===== src/rtl/rvs_pkg.sv =====
package rvs_pkg;

    typedef enum logic [1:0] {
        ACT_NONE  = 2'd0,
        ACT_DROP  = 2'd1,
        ACT_SPILL = 2'd2,
        ACT_WRBK  = 2'd3
    } rvs_action_e;

    typedef enum logic {
        ST_IDLE = 1'b0,
        ST_RESP = 1'b1
    } rvs_state_e;

endpackage


===== src/rtl/rvs_home_hash.sv =====
module rvs_home_hash #(
    parameter int ADDR_W = 40,
    parameter int OFF_W  = 6,
    parameter int TILES  = 64
) (
    input  logic [ADDR_W-1:0]         addr,
    output logic [$clog2(TILES)-1:0]  home
);
    localparam int TILE_W = $clog2(TILES);
    localparam int SPAN   = ADDR_W - OFF_W;
    localparam int CHUNKS = (SPAN + TILE_W - 1) / TILE_W;

    logic [CHUNKS*TILE_W-1:0] padded;
    logic [TILE_W-1:0]        acc [CHUNKS+1];

    always_comb begin
        padded = '0;
        padded[SPAN-1:0] = addr[ADDR_W-1:OFF_W];
    end

    assign acc[0] = '0;
    for (genvar k = 0; k < CHUNKS; k++) begin : g_fold
        assign acc[k+1] = acc[k] ^ padded[k*TILE_W +: TILE_W];
    end

    assign home = acc[CHUNKS];
endmodule


===== src/rtl/rvs_victim_pick.sv =====
module rvs_victim_pick #(
    parameter int WAYS = 8
) (
    input  logic [WAYS-1:0]                    valid,
    input  logic [WAYS-1:0]                    refd,
    input  logic [WAYS-1:0]                    replica,
    input  logic [WAYS-1:0][$clog2(WAYS)-1:0]  age,
    output logic [$clog2(WAYS)-1:0]            victim,
    output logic                               victim_empty
);
    localparam int WAY_W = $clog2(WAYS);

    logic             have_inv, have_idle, have_old;
    logic [WAY_W-1:0] inv_way, idle_way, old_way;
    logic [WAY_W-1:0] idle_age, old_age;

    always_comb begin
        have_inv  = 1'b0;
        inv_way   = '0;
        for (int i = WAYS - 1; i >= 0; i--) begin
            if (!valid[i]) begin
                have_inv = 1'b1;
                inv_way  = WAY_W'(i);
            end
        end

        have_idle = 1'b0;
        idle_way  = '0;
        idle_age  = '0;
        have_old  = 1'b0;
        old_way   = '0;
        old_age   = '0;
        for (int i = 0; i < WAYS; i++) begin
            if (valid[i] && replica[i] && !refd[i] &&
                (!have_idle || age[i] > idle_age)) begin
                have_idle = 1'b1;
                idle_way  = WAY_W'(i);
                idle_age  = age[i];
            end
            if (valid[i] && (!have_old || age[i] > old_age)) begin
                have_old = 1'b1;
                old_way  = WAY_W'(i);
                old_age  = age[i];
            end
        end

        victim_empty = have_inv;
        if (have_inv)       victim = inv_way;
        else if (have_idle) victim = idle_way;
        else                victim = old_way;
    end
endmodule


===== src/rtl/rvs_set_state.sv =====
module rvs_set_state #(
    parameter int WAYS = 8
) (
    input  logic                               clk,
    input  logic                               rst_n,
    input  logic                               upd_en,
    input  logic                               upd_fill,
    input  logic [$clog2(WAYS)-1:0]            upd_way,
    output logic [WAYS-1:0]                    valid_q,
    output logic [WAYS-1:0]                    ref_q,
    output logic [WAYS-1:0][$clog2(WAYS)-1:0]  age_q
);
    localparam int WAY_W = $clog2(WAYS);

    logic [WAYS-1:0]             valid_n, ref_n, ref_tmp;
    logic [WAYS-1:0][WAY_W-1:0]  age_n;
    logic [WAY_W-1:0]            pivot;

    always_comb begin
        valid_n = valid_q;
        ref_n   = ref_q;
        age_n   = age_q;
        ref_tmp = ref_q;
        pivot   = age_q[upd_way];
        if (upd_en) begin
            for (int i = 0; i < WAYS; i++) begin
                if (WAY_W'(i) == upd_way)   age_n[i] = '0;
                else if (age_q[i] < pivot)  age_n[i] = age_q[i] + 1'b1;
            end
            if (upd_fill) begin
                valid_n[upd_way] = 1'b1;
                ref_n[upd_way]   = 1'b0;
            end else begin
                ref_tmp[upd_way] = 1'b1;
                if (&(ref_tmp | ~valid_q)) begin
                    ref_n          = '0;
                    ref_n[upd_way] = 1'b1;
                end else begin
                    ref_n = ref_tmp;
                end
            end
        end
    end

    always_ff @(posedge clk) begin
        if (!rst_n) begin
            valid_q <= '0;
            ref_q   <= '0;
            for (int i = 0; i < WAYS; i++) age_q[i] <= WAY_W'(i);
        end else begin
            valid_q <= valid_n;
            ref_q   <= ref_n;
            age_q   <= age_n;
        end
    end
endmodule


===== src/rtl/rvs_top.sv =====
module rvs_top
    import rvs_pkg::*;
#(
    parameter int WAYS   = 8,
    parameter int TILES  = 64,
    parameter int ADDR_W = 40,
    parameter int OFF_W  = 6,
    parameter int SHR_W  = 7
) (
    input  logic                      clk,
    input  logic                      rst_n,
    input  logic                      req_valid,
    output logic                      req_ready,
    input  logic                      req_fill,
    input  logic [$clog2(WAYS)-1:0]   req_way,
    input  logic [$clog2(TILES)-1:0]  local_tile,
    input  logic [WAYS*ADDR_W-1:0]    way_addr,
    input  logic [WAYS-1:0]           way_replica,
    input  logic [WAYS-1:0]           way_dirty,
    input  logic [WAYS*SHR_W-1:0]     way_sharers,
    output logic                      rsp_valid,
    input  logic                      rsp_ready,
    output logic [$clog2(WAYS)-1:0]   rsp_way,
    output logic [1:0]                rsp_action,
    output logic [$clog2(TILES)-1:0]  rsp_home
);
    localparam int WAY_W  = $clog2(WAYS);
    localparam int TILE_W = $clog2(TILES);

    rvs_state_e state_q, state_n;
    logic       accept;

    logic [WAYS-1:0]             set_valid, set_ref;
    logic [WAYS-1:0][WAY_W-1:0]  set_age;
    logic [WAY_W-1:0]            vic_way, upd_way;
    logic                        vic_empty;
    logic [ADDR_W-1:0]           vic_addr;
    logic [SHR_W-1:0]            vic_shr;
    logic                        vic_dirty;
    logic [TILE_W-1:0]           vic_home;
    rvs_action_e                 fill_act;

    assign accept    = req_valid && (state_q == ST_IDLE);
    assign req_ready = (state_q == ST_IDLE);
    assign rsp_valid = (state_q == ST_RESP);
    assign upd_way   = req_fill ? vic_way : req_way;

    rvs_set_state #(.WAYS(WAYS)) u_state (
        .clk      (clk),
        .rst_n    (rst_n),
        .upd_en   (accept),
        .upd_fill (req_fill),
        .upd_way  (upd_way),
        .valid_q  (set_valid),
        .ref_q    (set_ref),
        .age_q    (set_age)
    );

    rvs_victim_pick #(.WAYS(WAYS)) u_pick (
        .valid        (set_valid),
        .refd         (set_ref),
        .replica      (way_replica),
        .age          (set_age),
        .victim       (vic_way),
        .victim_empty (vic_empty)
    );

    assign vic_addr  = way_addr[vic_way*ADDR_W +: ADDR_W];
    assign vic_shr   = way_sharers[vic_way*SHR_W +: SHR_W];
    assign vic_dirty = way_dirty[vic_way];

    rvs_home_hash #(.ADDR_W(ADDR_W), .OFF_W(OFF_W), .TILES(TILES)) u_hash (
        .addr (vic_addr),
        .home (vic_home)
    );

    always_comb begin
        if (vic_empty)
            fill_act = ACT_NONE;
        else if (vic_shr > SHR_W'(1))
            fill_act = vic_dirty ? ACT_WRBK : ACT_DROP;
        else if (vic_home != local_tile)
            fill_act = ACT_SPILL;
        else
            fill_act = vic_dirty ? ACT_WRBK : ACT_DROP;
    end

    always_comb begin
        state_n = state_q;
        unique case (state_q)
            ST_IDLE: if (accept)    state_n = ST_RESP;
            ST_RESP: if (rsp_ready) state_n = ST_IDLE;
            default:                state_n = ST_IDLE;
        endcase
    end

    always_ff @(posedge clk) begin
        if (!rst_n) state_q <= ST_IDLE;
        else        state_q <= state_n;
    end

    always_ff @(posedge clk) begin
        if (!rst_n) begin
            rsp_way    <= '0;
            rsp_action <= ACT_NONE;
            rsp_home   <= '0;
        end else if (accept) begin
            if (req_fill) begin
                rsp_way    <= vic_way;
                rsp_action <= fill_act;
                rsp_home   <= vic_empty ? '0 : vic_home;
            end else begin
                rsp_way    <= req_way;
                rsp_action <= ACT_NONE;
                rsp_home   <= '0;
            end
        end
    end
endmodule


===== config.mk =====
export PLATFORM = sky130hd
export DESIGN_NAME = rvs_top
export DESIGN_NICKNAME = d
export VERILOG_FILES = /design/src/rtl/rvs_pkg.sv /design/src/rtl/rvs_home_hash.sv /design/src/rtl/rvs_victim_pick.sv /design/src/rtl/rvs_set_state.sv /design/src/rtl/rvs_top.sv
export SDC_FILE = /design/constraint.sdc
export NUM_CORES = 1
export LEC_CHECK = 0
export ABC_AREA = 0
export BUFFER_PORTS_ARGS = -buffer_cell sky130_fd_sc_hd__buf_2
export CORE_AREA = 2 2 161 163
export CTS_CLUSTER_DIAMETER = 50
export DETAILED_ROUTE_END_ITERATION = 16
export DIE_AREA = 0 0 163 165
export HOLD_SLACK_MARGIN = 0.15
export PLACE_DENSITY = 0.64
export SLEW_MARGIN = 5
export SYNTH_ARGS = -nofsm -noshare
export SYNTH_HDL_FRONTEND = slang
export SYNTH_SLANG_ARGS = --single-unit

===== constraint.sdc =====
create_clock -name clk -period 16.4 [get_ports clk]
set_clock_uncertainty 0.1 [all_clocks]
set_input_delay 0 -clock clk [delete_from_list [all_inputs] [get_ports clk]]
set_output_delay 0 -clock clk [all_outputs]
set_load 0.01 [all_outputs]

== Yosys cells after proc, flatten, opt, wreduce, memory -nomap -nowiden ==
Index checks and enable logic that the tools add are counted.
Widths: inputs -> output; s select.

* Input bits: 406
* Register bits: 52
* Output and inout port bits: 13

* $mul: 2
* Eq/ne operators: 8
* Reduce and logical (&&, ||, !) cells: 87
* Bitwise logic cells: 12
* Shift-type cells: 2
* Mux-type cells: 96
* Order comparisons: 26
* $add $sub $neg: 8

{| class="wikitable"
|+ Operator list
! operator !! number
|-
| $shiftx 320x10->40 || 1
|-
| $mux 3 || 50
|-
| $shiftx 56x7->7 || 1
|-
| $gt 3x3->1 || 14
|-
| $logic_and 1x1->1 || 32
|-
| $mux 1 || 29
|-
| $add 3x1->3 const B || 8
|-
| $lt 3x3->1 || 8
|-
| $or 8x8->8 || 3
|-
| $xor 6x6->6 || 4
|-
| $logic_not 1->1 || 22
|-
| $mux 2 || 9
|-
| $reduce_and 2->1 || 9
|-
| $mux 8 || 2
|-
| $not 8->8 || 2
|-
| $reduce_bool 2->1 || 8
|-
| $logic_or 1x1->1 || 14
|-
| $eq 3x3->1 const A || 4
|-
| $mul 3x3->6 const B || 2
|-
| $mux 6 || 2
|-
| $bmux 3 s3 || 1
|-
| $and 8x8->8 || 1
|-
| $lt 3x4->1 const B || 2
|-
| $reduce_and 8->1 || 1
|-
| other kinds (11) || 12
|}

== Longest topological paths before layout ==
Gate-level depths: netlist of run 1.

* Depth in word-level cells: 45
* Mapped depth: 61

== Modules after synthesis ==
A second synthesis of run 1 with hierarchy kept.

* Cell total of the unflattened synthesis: 862
* Area, all modules: 8428.1 um^2

{| class="wikitable"
|+ By module, submodules not included
! module !! instances !! cells each !! sequential area each (um^2) !! area an instance (um^2)
|-
| rvs_top || 1 || 247 || 240.2 || 3288.2
|-
| rvs_set_state || 1 || 306 || 800.8 || 2763.9
|-
| rvs_victim_pick || 1 || 287 || 0.0 || 2070.7
|-
| rvs_home_hash || 1 || 22 || 0.0 || 305.3
|}

== Worst setup path before layout of run 1 ==
Ideal clock, no wire load.

* Path type: register -> register
* From: register u_state.valid_q[0]
* To: register u_state.age_q[23] (netlist bit)
* Data arrival time: 11421 ps
* Data required time: 16238 ps
* Path slack: 4817 ps
* Clock period less this slack: 11583 ps
* Setup time: 62 ps
* Path buffers: 3
* Stages on the path, launching flop included: 54
* Path through: dfxtp_1 -> buf_6 -> nand2_1 -> ha_1 -> nand2_1 -> nor2_1 -> a2111oi_0 -> nor2_1 -> o21ai_0 -> inv_1 -> ha_1 -> a211oi_1 -> nor3_1 -> o21ai_0 -> mux2_2 -> ha_1 -> and3_1 -> a211oi_1 -> (+18 left out) -> ha_1 -> nor2b_1 -> o31ai_1 -> a311oi_1 -> nor3_1 -> o211ai_1 -> a311oi_1 -> or2_1 -> buf_4 -> clkbuf_1 -> a211oi_1 -> a311oi_1 -> a31oi_1 -> ha_1 -> a21oi_1 -> nand2_1 -> or4_1 -> nand3_1

* Cells in the longest elaborated chain, start to end: 39
* Elaborated cells on any way between the ends: 113
* Those cells by class: order compare: 15; eq/ne: 1; mux: 51; reduce/logical: 46

{| class="wikitable"
|+ Ends and longest elaborated chain
! element !! RTL line !! source
|-
| from (decl) || rvs_set_state.sv:9 || <nowiki>output logic [WAYS-1:0] valid_q,</nowiki>
|-
| from (signal assigned) || rvs_set_state.sv:51 || <nowiki>valid_q <= valid_n;</nowiki>
|-
| $logic_and 1x1->1 (2 in series) || rvs_victim_pick.sv:34 || <nowiki>if (valid[i] && replica[i] && !refd[i] &&</nowiki>
|-
| $mux 3 / $mux 1 (equally long branches) || rvs_victim_pick.sv:34 ||
|-
| $gt 3x3->1 / $logic_not 1->1 (equally long branches) || rvs_victim_pick.sv:35 || <nowiki>(!have_idle || age[i] > idle_age)) begin</nowiki>
|-
| $logic_or 1x1->1 || rvs_victim_pick.sv:35 ||
|-
| $logic_and 1x1->1 || rvs_victim_pick.sv:34 ||
|-
| $mux 3 / $mux 1 (equally long branches) || rvs_victim_pick.sv:34 ||
|-
| $gt 3x3->1 / $logic_not 1->1 (equally long branches) || rvs_victim_pick.sv:35 ||
|-
| $logic_or 1x1->1 || rvs_victim_pick.sv:35 ||
|-
| (+22 left out) || n/a ||
|-
| $mux 3 || rvs_victim_pick.sv:49 || <nowiki>else if (have_idle) victim = idle_way;</nowiki>
|-
| $mux 3 * || rvs_victim_pick.sv:48 || <nowiki>if (have_inv) victim = inv_way;</nowiki>
|-
| $mux 3 * || rvs_top.sv:46 || <nowiki>assign upd_way = req_fill ? vic_way : req_way;</nowiki>
|-
| $bmux 3 s3 || rvs_set_state.sv:24 || <nowiki>pivot = age_q[upd_way];</nowiki>
|-
| $mux 3 (implied by the code) || rvs_set_state.sv:24 ||
|-
| $lt 3x3->1 || rvs_set_state.sv:28 || <nowiki>else if (age_q[i] < pivot) age_n[i] = age_q[i] + 1'b1;</nowiki>
|-
| $reduce_bool 2->1 (no source line) || n/a ||
|-
| $reduce_and 2->1 (no source line) || n/a ||
|-
| to (signal assigned) || rvs_set_state.sv:53 || <nowiki>age_q <= age_n;</nowiki>
|-
| to (decl) || rvs_set_state.sv:11 || <nowiki>output logic [WAYS-1:0][$clog2(WAYS)-1:0] age_q</nowiki>
|}

Every way passes the cells marked *; elsewhere a longest branch is shown, timed or not. The select of a mux whose other input is x is not followed.
A chain may end at the register's enable or synchronous reset.

== Worst setup path after layout of run 1 ==
* From: register u_state.valid_q[0]
* To: register rsp_action[1]

* Cells in the longest elaborated chain, start to end: 45
* Elaborated cells on any way between the ends: 123
* Those cells by class: mul: 2; order compare: 15; eq/ne: 1; shift: 2; mux: 54; bitwise: 5; reduce/logical: 44

{| class="wikitable"
|+ Ends and longest elaborated chain
! element !! RTL line !! source
|-
| $logic_and 1x1->1 (2 in series) || rvs_victim_pick.sv:34 ||
|-
| $mux 3 / $mux 1 (equally long branches) || rvs_victim_pick.sv:34 ||
|-
| $gt 3x3->1 / $logic_not 1->1 (equally long branches) || rvs_victim_pick.sv:35 ||
|-
| $logic_or 1x1->1 || rvs_victim_pick.sv:35 ||
|-
| $logic_and 1x1->1 || rvs_victim_pick.sv:34 ||
|-
| $mux 3 / $mux 1 (equally long branches) || rvs_victim_pick.sv:34 ||
|-
| $gt 3x3->1 / $logic_not 1->1 (equally long branches) || rvs_victim_pick.sv:35 ||
|-
| $logic_or 1x1->1 || rvs_victim_pick.sv:35 ||
|-
| (+25 left out) || n/a ||
|-
| $shiftx 320x10->40 || rvs_top.sv:68 || <nowiki>assign vic_addr = way_addr[vic_way*ADDR_W +: ADDR_W];</nowiki>
|-
| $xor 6x6->6 (4 in series) || rvs_home_hash.sv:23 || <nowiki>assign acc[k+1] = acc[k] ^ padded[k*TILE_W +: TILE_W];</nowiki>
|-
| $xor 6x4->6 || rvs_home_hash.sv:23 ||
|-
| $ne 6x6->1 || rvs_top.sv:82 || <nowiki>else if (vic_home != local_tile)</nowiki>
|-
| $mux 2 || rvs_top.sv:82 ||
|-
| $mux 2 || rvs_top.sv:80 || <nowiki>else if (vic_shr > SHR_W'(1))</nowiki>
|-
| $mux 2 * || rvs_top.sv:78 || <nowiki>if (vic_empty)</nowiki>
|-
| $mux 2 * || rvs_top.sv:108 || <nowiki>if (req_fill) begin</nowiki>
|-
| to (signal assigned) || rvs_top.sv:110 || <nowiki>rsp_action <= fill_act;</nowiki>
|-
| to (decl) || rvs_top.sv:24 || <nowiki>output logic [1:0] rsp_action,</nowiki>
|}

Marked as above.

==> results.sh, run 1 <==
export IMPL_crit_fanout=46
export IMPL_drv_slew=0
export IMPL_ir_drop_v=0.0000471
export IMPL_hold_violations=0
export IMPL_power_density_nw_per_um2=51.7
export IMPL_cts_setup_buffers=0
export IMPL_clock_latency_ns=0.30
export IMPL_setup_ws_ns=1.57
export IMPL_synth_edff_count=0
export IMPL_seq_area_frac_synth_pct=13.2
export IMPL_final_antenna_net_count=0
export IMPL_max_cap_viol_count=0
export IMPL_dr_pass1_iters=5
export IMPL_routed_wl_um=33600
export IMPL_cp_end_kind="flop"
export IMPL_synth_xor_area_share_pct=19.0
export IMPL_area_growth_pct=30.5
export IMPL_clk_pin_slew_ns=0.07
export IMPL_outcome="complete, no violations"
export IMPL_dp_hpwl_um=27300
export IMPL_drcViolationCount=0
export IMPL_max_stage_delay_ns=0.74
export IMPL_crit_required_ns=16.50
export IMPL_seq_power_share_pct=27.8
export IMPL_post_place_ws_ns=2.03
export IMPL_muxShareOfSynthArea_pct=4.81
export IMPL_rsz0062_at_grt="no"
export IMPL_finalCritPeriodShare_pct=90.4
export IMPL_cts_tree="done"
export IMPL_fmax_ghz=0.0674
export IMPL_cp_start_kind="flop"
export IMPL_synth_top_family_by_area="compound AO/OA/AOI/OAI gates"
export IMPL_utilization_pct=41.1
export IMPL_antenna_found_initial=2
export IMPL_routabilityCongestion=0.954
export IMPL_design_die_area_sq_um=26900
export IMPL_final_common_cell="buf_2"
export IMPL_yosys_warnings=0
export IMPL_cts_buffer_depth=2
export IMPL_syn_area_sq_um=7890
export IMPL_grt_first_pass_wirelength_um=50500
export IMPL_power_switching_mw=0.205
export IMPL_clkPwrFrac_pct=23.4
export IMPL_pwr_share_comb_pct=48.8
export IMPL_synth_compound_area_share_pct=26.5
export IMPL_final_nets=1870
export IMPL_cts_made_buffers=5
export IMPL_synth_cell_types=76
export IMPL_synthFlopType="dfxtp_1"
export IMPL_vias_per_cell=5.54
export IMPL_setup_tns_ns=0
export IMPL_min_path_type="in -> reg"
export IMPL_synth_fa_ha_area_share_pct=10.5
export IMPL_crit_arrival_ns=14.93
export IMPL_drt_wirelength_per_cell_um=19.4
export IMPL_initial_core_util_pct=31.5
export IMPL_internal_power_mw=0.327
export IMPL_swShare_pct=38.6
export IMPL_crit_type="reg -> reg"
export IMPL_clkSinkCount=52
export IMPL_grt_overflow_total=0
export IMPL_worst_slew_pin_slew_ns=0.936
export IMPL_power_leakage_nw=4.49
export IMPL_relSlewSlack_pct=37.4
export IMPL_layout_common_cells="buf_2, xnor2_1, nand2_1"
export IMPL_via_count=9597
export IMPL_port_buffers=362
export IMPL_cts_root_buf="clkbuf_16"
export IMPL_core_area_sq_um=25000
export IMPL_num_io_pins=419
export IMPL_htreeDepth=2
export IMPL_grt_max_degree=51
export IMPL_drt_iter0_markers=580
export IMPL_synth_seq_cells=52
export IMPL_cp_common_cell="a21oi_1"
export IMPL_async_flop_share_pct=0
export IMPL_track_usage_pct=24.2
export IMPL_die_width_um=163
export IMPL_num_rows=58
export IMPL_synth_nets=1532
export IMPL_synth_area_per_cell_sq_um=7.44
export IMPL_dieHeight_um=165
export IMPL_drive_gt1_share_pct=29.9
export IMPL_syn_inst=1060
export IMPL_grt_pass1_vias=9264
export IMPL_setup_viol=0
export IMPL_synth_simple_area_share_pct=20.7
export IMPL_min_period_ns=14.83
export IMPL_cpMaxStageDelayCell="o21ai_1"
-- synthesized netlist by cell type (all sizes together) (13+ instances only) --
cell      n  area [sq um]
ha       66           826
xnor2   126          1100
a31oi    14          87.6
o21ai    84           420
clkbuf   37           139
a21oi    67           339
nor2     74           278
nand2    88           335
inv      44           165
buf      19           118
a311oi   23           201
a211oi   19           143
nand3    47           235
xor2     42           368
nor4     15           109
dfxtp    52          1040
mux2i    22           233
a32oi    19           166
nor3     29           150
o211ai   13          97.6
nand4    13          81.3
-- layout make-up --
cell class              count  area [sq um]
fillers                  2596         14700
multi-input cells         907          6470
repair buffers            387          2030
flip-flops and latches     52          1040
well taps                 330           413
inverters                  45           169
clock buffers               6           129
clock inverters             2          35.0
diodes                      2          5.00
-- stage by stage --
step           total power [mW]  cells  area [sq um]  hold slack (ns)
2_1_floorplan             0.302   1060          7890        -0.000982
3_3_place_gp              0.401   1709         10000           0.0867
5_1_grt                   0.569   1730         10300            0.261
6_report                  0.532   1731         10300            0.208
4_1_cts                   0.533   1729         10300            0.204
3_5_place_dp              0.407   1709         10000           0.0876
-- sequential cells by signal, indices dropped and copies added, names as in the netlist --
| name | flops |
|---|---|
| rsp_home | 6 |
| u_state.ref_q | 8 |
| rsp_action | 2 |
| u_state.valid_q | 8 |
| rsp_valid | 1 |
| rsp_way | 3 |
| u_state.age_q | 24 |
-- power groups by stage --
stage | combinational [mW] | clock [mW] | sequential [mW]
5_1_grt | 0.290 | 0.130 | 0.149
6_report | 0.260 | 0.124 | 0.148
4_1_cts | 0.260 | 0.126 | 0.148
3_3_place_gp | 0.251 | 0 | 0.150
2_1_floorplan | 0.156 | 0 | 0.145
3_5_place_dp | 0.257 | 0 | 0.150
-- per-layer routing --
layer	up-vias	global-route usage, %	wire [um]
met5	-	0	0
met4	0	8.73	1100
met3	72	3.54	2510
met2	458	42.9	16400
met1	4441	29.8	13600
li1	4626	-	-
-- what timing repair did --
| item | CTS | global route |
|---|---|---|
| endpoints found under the hold margin | 22 | 0 |
| setup endpoints to repair | 0 | 1 |
| hold buffers | 12 | 0 |
| gates resized for setup | 0 | 1 |
-- path summary, 6_finish.rpt --
check | from | to | slack [ns] | cells past startpoint
setup / recovery | u_state.valid_q[0]$_SDFFE_PN0P_ | rsp_action[1]$_SDFFE_PN0P_ | 1.57 | 53
hold / removal | req_valid | rsp_home[5]$_SDFFE_PN0P_ | 0.21 | 5
setup reg to reg | u_state.valid_q[0]$_SDFFE_PN0P_ | rsp_action[1]$_SDFFE_PN0P_ | 1.57 | 53
hold reg to reg | rsp_way[0]$_SDFFE_PN0P_ | rsp_way[0]$_SDFFE_PN0P_ | 0.36 | 2
-- cell families after synthesis --
kind of cell	count (synthesis)
xor+xnor	169
mux	34
flops	52
fa+ha+maj	66
buf+inv	101
simple gates	328
compound gates	310
-- critical path: cells and delay by family, from the launching register on --
family | cells | cell delay, ns
multiplexers | 3 | 1.14
AND/OR/NAND/NOR | 12 | 2.22
XOR/XNOR | 1 | 0.39
buffers and inverters | 3 | 0.71
adder cells (fa/ha/maj) | 7 | 2.12
AO/OA/AOI/OAI | 27 | 7.50
flip-flops | 1 | 0.53
Note: power is estimated with default switching activity, not from simulation.
==> run 2: changes to the inputs <==
--- a/config.mk
+++ b/config.mk
@@ -8,6 +8,7 @@
 export ABC_AREA = 0
 export BUFFER_PORTS_ARGS = -buffer_cell sky130_fd_sc_hd__buf_2
 export CORE_AREA = 2 2 161 163
+export CTS_BUF_LIST = sky130_fd_sc_hd__clkbuf_4
 export CTS_CLUSTER_DIAMETER = 50
 export DETAILED_ROUTE_END_ITERATION = 16
 export DIE_AREA = 0 0 163 165
==> results.sh, run 2 (synthesized netlist as in run 1, its figures left out) <==
export IMPL_area_growth_pct=30.1
export IMPL_final_common_cell="buf_2"
export IMPL_cp_common_cell="ha_1"
export IMPL_r2r_cells=50
export IMPL_dieHeight_um=165
export IMPL_htreeDepth=2
export IMPL_core_area_sq_um=25000
export IMPL_endpoint="rsp_action[1]$_SDFFE_PN0P_"
export IMPL_power_density_nw_per_um2=47.9
export IMPL_cts_made_buffers=5
export IMPL_initial_core_util_pct=31.5
export IMPL_routed_wl_um=33700
export IMPL_largest_reg_flops=24
export IMPL_cp_end_kind="flop"
export IMPL_setup_viol=0
export IMPL_clock_latency_ns=0.41
export IMPL_min_path_type="in -> reg"
export IMPL_setup_tns_ns=0
export IMPL_drive_gt1_share_pct=29.9
export IMPL_die_width_um=163
export IMPL_drt_iter0_markers=591
export IMPL_clk_pin_slew_ns=0.17
export IMPL_fmax_ghz=0.0664
export IMPL_worst_slew_pin_slew_ns=1.05
export IMPL_dp_hpwl_um=27300
export IMPL_grt_overflow_total=0
export IMPL_clkSinkCount=52
export IMPL_routabilityCongestion=0.954
export IMPL_drt_wirelength_per_cell_um=19.4
export IMPL_max_cap_viol_count=0
export IMPL_worstSetupStartpoint="u_state.valid_q[0]$_SDFFE_PN0P_"
export IMPL_cts_root_buf="clkbuf_4"
export IMPL_setup_ws_ns=1.33
export IMPL_crit_arrival_ns=15.29
export IMPL_rsz0062_at_grt="no"
export IMPL_hold_violations=0
export IMPL_max_stage_delay_ns=0.66
export IMPL_layout_common_cells="buf_2, xnor2_1, nand2_1"
export IMPL_grt_max_degree=51
export IMPL_instances_no_fill=1734
export IMPL_r2r_setup_slack_ns=1.33
export IMPL_dr_pass1_iters=5
export IMPL_cpMaxStageDelayCell="nor4_1"
export IMPL_outcome="complete, no violations"
export IMPL_top_register="u_state.age_q"
export IMPL_drcViolationCount=0
export IMPL_crit_required_ns=16.63
export IMPL_crit_fanout=46
export IMPL_antenna_found_initial=1
export IMPL_power_leakage_nw=4.48
export IMPL_finalCritPeriodShare_pct=91.9
export IMPL_vias_per_cell=5.58
export IMPL_crit_type="reg -> reg"
export IMPL_track_usage_pct=24.2
export IMPL_place_inst=1709
export IMPL_largest_registers="u_state.age_q (24), u_state.ref_q (8), u_state.valid_q (8)"
export IMPL_p_total_mw=0.491
export IMPL_post_place_ws_ns=2.03
export IMPL_utilization_pct=41.0
export IMPL_cts_setup_buffers=0
export IMPL_num_io_pins=419
export IMPL_min_period_ns=15.07
export IMPL_grt_pass1_vias=9317
export IMPL_cts_buffer_depth=2
export IMPL_reg2reg_to="rsp_action[1]$_SDFFE_PN0P_"
export IMPL_final_antenna_net_count=0
export IMPL_crit_reg2reg_launch="u_state.valid_q[0]$_SDFFE_PN0P_"
export IMPL_grt_first_pass_wirelength_um=50700
export IMPL_drv_slew=0
export IMPL_nFillCells=2597
export IMPL_design_die_area_sq_um=26900
export IMPL_port_buffers=362
export IMPL_via_count=9681
export IMPL_relSlewSlack_pct=29.0
export IMPL_final_nets=1874
export IMPL_num_rows=58
export IMPL_ir_drop_v=0.0000451
export IMPL_cts_tree="done"
export IMPL_cp_start_kind="flop"
## run 2: timing repair
item,CTS,global route
hold endpoints to repair,25,0
setup endpoints to repair,0,1
hold buffers,16,0
gates resized for setup,0,4
## run 2: worst min-delay path by stage
| stage | from | to | depth (start not counted) |
|---|---|---|---|
| 3_3_place_gp | rsp_ready | rsp_valid$_SDFF_PN0_ | 2 |
| 6_report | way_sharers[1] | rsp_action[0]$_SDFFE_PN0P_ | 5 |
| 3_5_place_dp | rsp_ready | rsp_valid$_SDFF_PN0_ | 2 |
| 2_1_floorplan | rsp_ready | rsp_valid$_SDFF_PN0_ | 1 |
| 5_1_grt | way_sharers[19] | rsp_action[0]$_SDFFE_PN0P_ | 5 |
| 4_1_cts | way_sharers[1] | rsp_action[0]$_SDFFE_PN0P_ | 5 |
## run 2: routing by layer
layer | GRT usage [%] | share of wire, % | vias up
met3 | 3.39 | 6.8 | 78
met4 | 8.17 | 3.2 | 0
met2 | 43.2 | 49 | 450
met1 | 29.9 | 41 | 4527
met5 | 0 | 0 | -
li1 | - | - | 4626
## run 2: metrics by stage
stage,instance area [sq um],hold WS [ns]
after detailed placement,10000,0.0876
after global placement,10000,0.0867
after floorplan,7890,-0.000982
final,10300,0.189
after global routing,10300,0.200
after CTS,10200,0.171
## run 2: power by group
group | total (mW) | switching [mW] | internal, mW | leakage, nW
sequential | 0.148 | 0.0140 | 0.134 | 0.423
clock | 0.0817 | 0.0481 | 0.0336 | 0.0457
combinational | 0.262 | 0.140 | 0.122 | 4.01
## run 2: critical path: cells and delay by family, from the launching register on
| family | cells | cell delay, ns |
|---|---|---|
| multiplexers | 4 | 1.47 |
| XOR/XNOR | 1 | 0.35 |
| adder cells (fa/ha/maj) | 7 | 2.12 |
| flip-flops | 1 | 0.56 |
| AND/OR/NAND/NOR | 11 | 2.73 |
| buffers and inverters | 4 | 1.29 |
| AO/OA/AOI/OAI | 23 | 6.33 |
## run 2: area by class of cell
class | instances | area, sq um | share of cell area (%)
clock buffer | 6 | 45.0 | 0.439
clock inverter | 2 | 35.0 | 0.341
multi-input combinational | 907 | 6490 | 63.2
inverter | 45 | 169 | 1.65
sequential | 52 | 1040 | 10.1
timing repair buffer | 391 | 2070 | 20.2
tap | 330 | 413 | 4.02
antenna | 1 | 2.50 | 0.0244
==> run 3: changes to the inputs <==
==> constraint.sdc (replaced) <==
create_clock -name clk -period 16.4 [get_ports clk]
set_clock_uncertainty 0.1 [all_clocks]
set_input_delay 1.64 -clock clk [delete_from_list [all_inputs] [get_ports clk]]
set_output_delay 1.64 -clock clk [all_outputs]
set_load 0.01 [all_outputs]
==> results.sh, run 3 (synthesized netlist as in run 1, its figures left out) <==
export IMPL_outcome="complete, no violations"
export IMPL_instances_no_fill=1721
export IMPL_power_leakage_nw=4.40
export IMPL_hold_start="rsp_way[0]$_SDFFE_PN0P_"
export IMPL_grt_first_pass_wirelength_um=49800
export IMPL_drive_gt1_share_pct=30.3
export IMPL_final_common_cell="buf_2"
export IMPL_drv_slew=0
export IMPL_cp_end_kind="flop"
export IMPL_crit_required_ns=16.57
export IMPL_ctsResizeCount=0
export IMPL_max_stage_delay_ns=0.71
export IMPL_grt_max_degree=51
export IMPL_pwr_share_comb_pct=54.3
export IMPL_swShare_pct=42.5
export IMPL_final_nets=1860
export IMPL_worstSetupStartpoint="way_replica[0]"
export IMPL_port_buffers=362
export IMPL_layout_common_cells="buf_2, xnor2_1, nand2_1"
export IMPL_routed_wl_um=33300
export IMPL_core_area_sq_um=25000
export IMPL_grt_pass1_vias=9102
export IMPL_min_path_type="reg -> reg"
export IMPL_num_rows=58
export IMPL_place_inst=1711
export IMPL_dp_hpwl_um=27300
export IMPL_track_usage_pct=23.9
export IMPL_max_cap_viol_count=0
export IMPL_crit_arrival_ns=14.72
export IMPL_cts_hold_buf=0
export IMPL_setup_tns_ns=0
export IMPL_worst_slew_pin_slew_ns=0.919
export IMPL_initial_core_util_pct=31.5
export IMPL_hold_violations=0
export IMPL_antenna_found_initial=3
export IMPL_power_switching_mw=0.201
export IMPL_grt_overflow_total=0
export IMPL_crit_reg2reg_launch="u_state.valid_q[0]$_SDFFE_PN0P_"
export IMPL_cp_start_kind="input pin"
export IMPL_die_width_um=163
export IMPL_cts_root_buf="clkbuf_4"
export IMPL_area_growth_pct=27.9
export IMPL_power_density_nw_per_um2=47.0
export IMPL_cts_tree="done"
export IMPL_clk_pin_slew_ns=0.16
export IMPL_largest_registers="u_state.age_q (24), u_state.ref_q (8), u_state.valid_q (8)"
export IMPL_finalCritPeriodShare_pct=88.7
export IMPL_num_io_pins=419
export IMPL_internal_power_mw=0.273
export IMPL_dr_pass1_iters=6
export IMPL_drt_wirelength_per_cell_um=19.3
export IMPL_ir_drop_v=0.0000365
export IMPL_drcViolationCount=0
export IMPL_cpMaxStageDelayCell="o21ai_1"
export IMPL_vias_per_cell=5.52
export IMPL_clock_latency_ns=0.41
export IMPL_dieHeight_um=165
export IMPL_min_period_ns=14.55
export IMPL_design_die_area_sq_um=26900
export IMPL_clkSinkCount=52
export IMPL_relSlewSlack_pct=38.5
export IMPL_via_count=9507
export IMPL_fmax_ghz=0.0687
export IMPL_cts_made_buffers=5
export IMPL_cp_common_cell="a21oi_1"
export IMPL_drt_iter0_markers=561
export IMPL_cts_buffer_depth=2
export IMPL_routabilityCongestion=0.923
export IMPL_setup_viol=0
export IMPL_crit_fanout=19
export IMPL_cts_setup_buffers=0
export IMPL_final_antenna_net_count=0
export IMPL_htreeDepth=2
export IMPL_clkPwrFrac_pct=14.5
export IMPL_seq_power_share_pct=31.3
export IMPL_largest_reg_flops=24
export IMPL_crit_type="in -> reg"
export IMPL_rsz0062_at_grt="no"
export IMPL_top_register="u_state.age_q"
==> run 3: cell types whose count changed in the layout (fill, tap and decap cells not counted), sizes merged <==
cell and delta:
inv +2, bufinv -1, clkinv -1, dlygate4sd3 -16, diode +1, buf +2
==> run 3: final timing paths <==
path	end	slack (ns)	depth (start not counted)
max	u_state.age_q[14]$_SDFFE_PN1P_	1.85	55
min	rsp_way[0]$_SDFFE_PN0P_	0.36	2
max reg2reg	rsp_action[1]$_SDFFE_PN0P_	2.01	48
min reg2reg	rsp_way[0]$_SDFFE_PN0P_	0.36	2
==> run 3: cell type report <==
cell class / count / area (sq um)
tap: 330 / 413
antenna: 2 / 5.00
multi-input combinational: 907 / 6470
inverter: 45 / 169
fill: 2661 / 15000
clock buffer: 6 / 45.0
sequential: 52 / 1040
clock inverter: 2 / 17.5
timing repair buffer: 377 / 1920
==> run 3: per-stage QoR <==
step	power, mW	hold slack (ns)	setup slack [ns]	utilization, %	cell area [sq um]
after detailed placement	0.407	0.343	1.62	40.0	10000
after global placement	0.401	0.343	1.82	40.0	10000
after CTS	0.475	0.363	2.04	40.3	10100
after floorplan	0.302	0.356	4.04	-	7890
final	0.474	0.362	1.85	40.3	10100
after global routing	0.510	0.412	0.792	40.3	10100
==> run 3: metal layers <==
metal / vias up / track usage (%) / part of all wire [%]
li1: 4599 / - / -
met1: 4421 / 29.7 / 41
met2: 429 / 43.7 / 50
met3: 56 / 2.76 / 6.4
met4: 2 / 6.36 / 2.8
met5: - / 0 / 0.039
==> run 3: worst max-delay path: cells and delay by family <==
family / cells / cell delay, ns
adders and majority gates: 8 / 2.31
and+or+nand+nor: 12 / 2.26
muxes: 3 / 1.13
AOI/OAI and AO/OA: 28 / 6.84
buffers and inverters: 4 / 0.51
==> run 3: power by group through the flow <==
stage / Combinational [mW] / Clock [mW] / Sequential (mW)
2_1_floorplan: 0.156 / 0 / 0.145
3_3_place_gp: 0.251 / 0 / 0.150
3_5_place_dp: 0.257 / 0 / 0.151
4_1_cts: 0.258 / 0.0693 / 0.148
5_1_grt: 0.287 / 0.0734 / 0.150
6_report: 0.257 / 0.0686 / 0.148
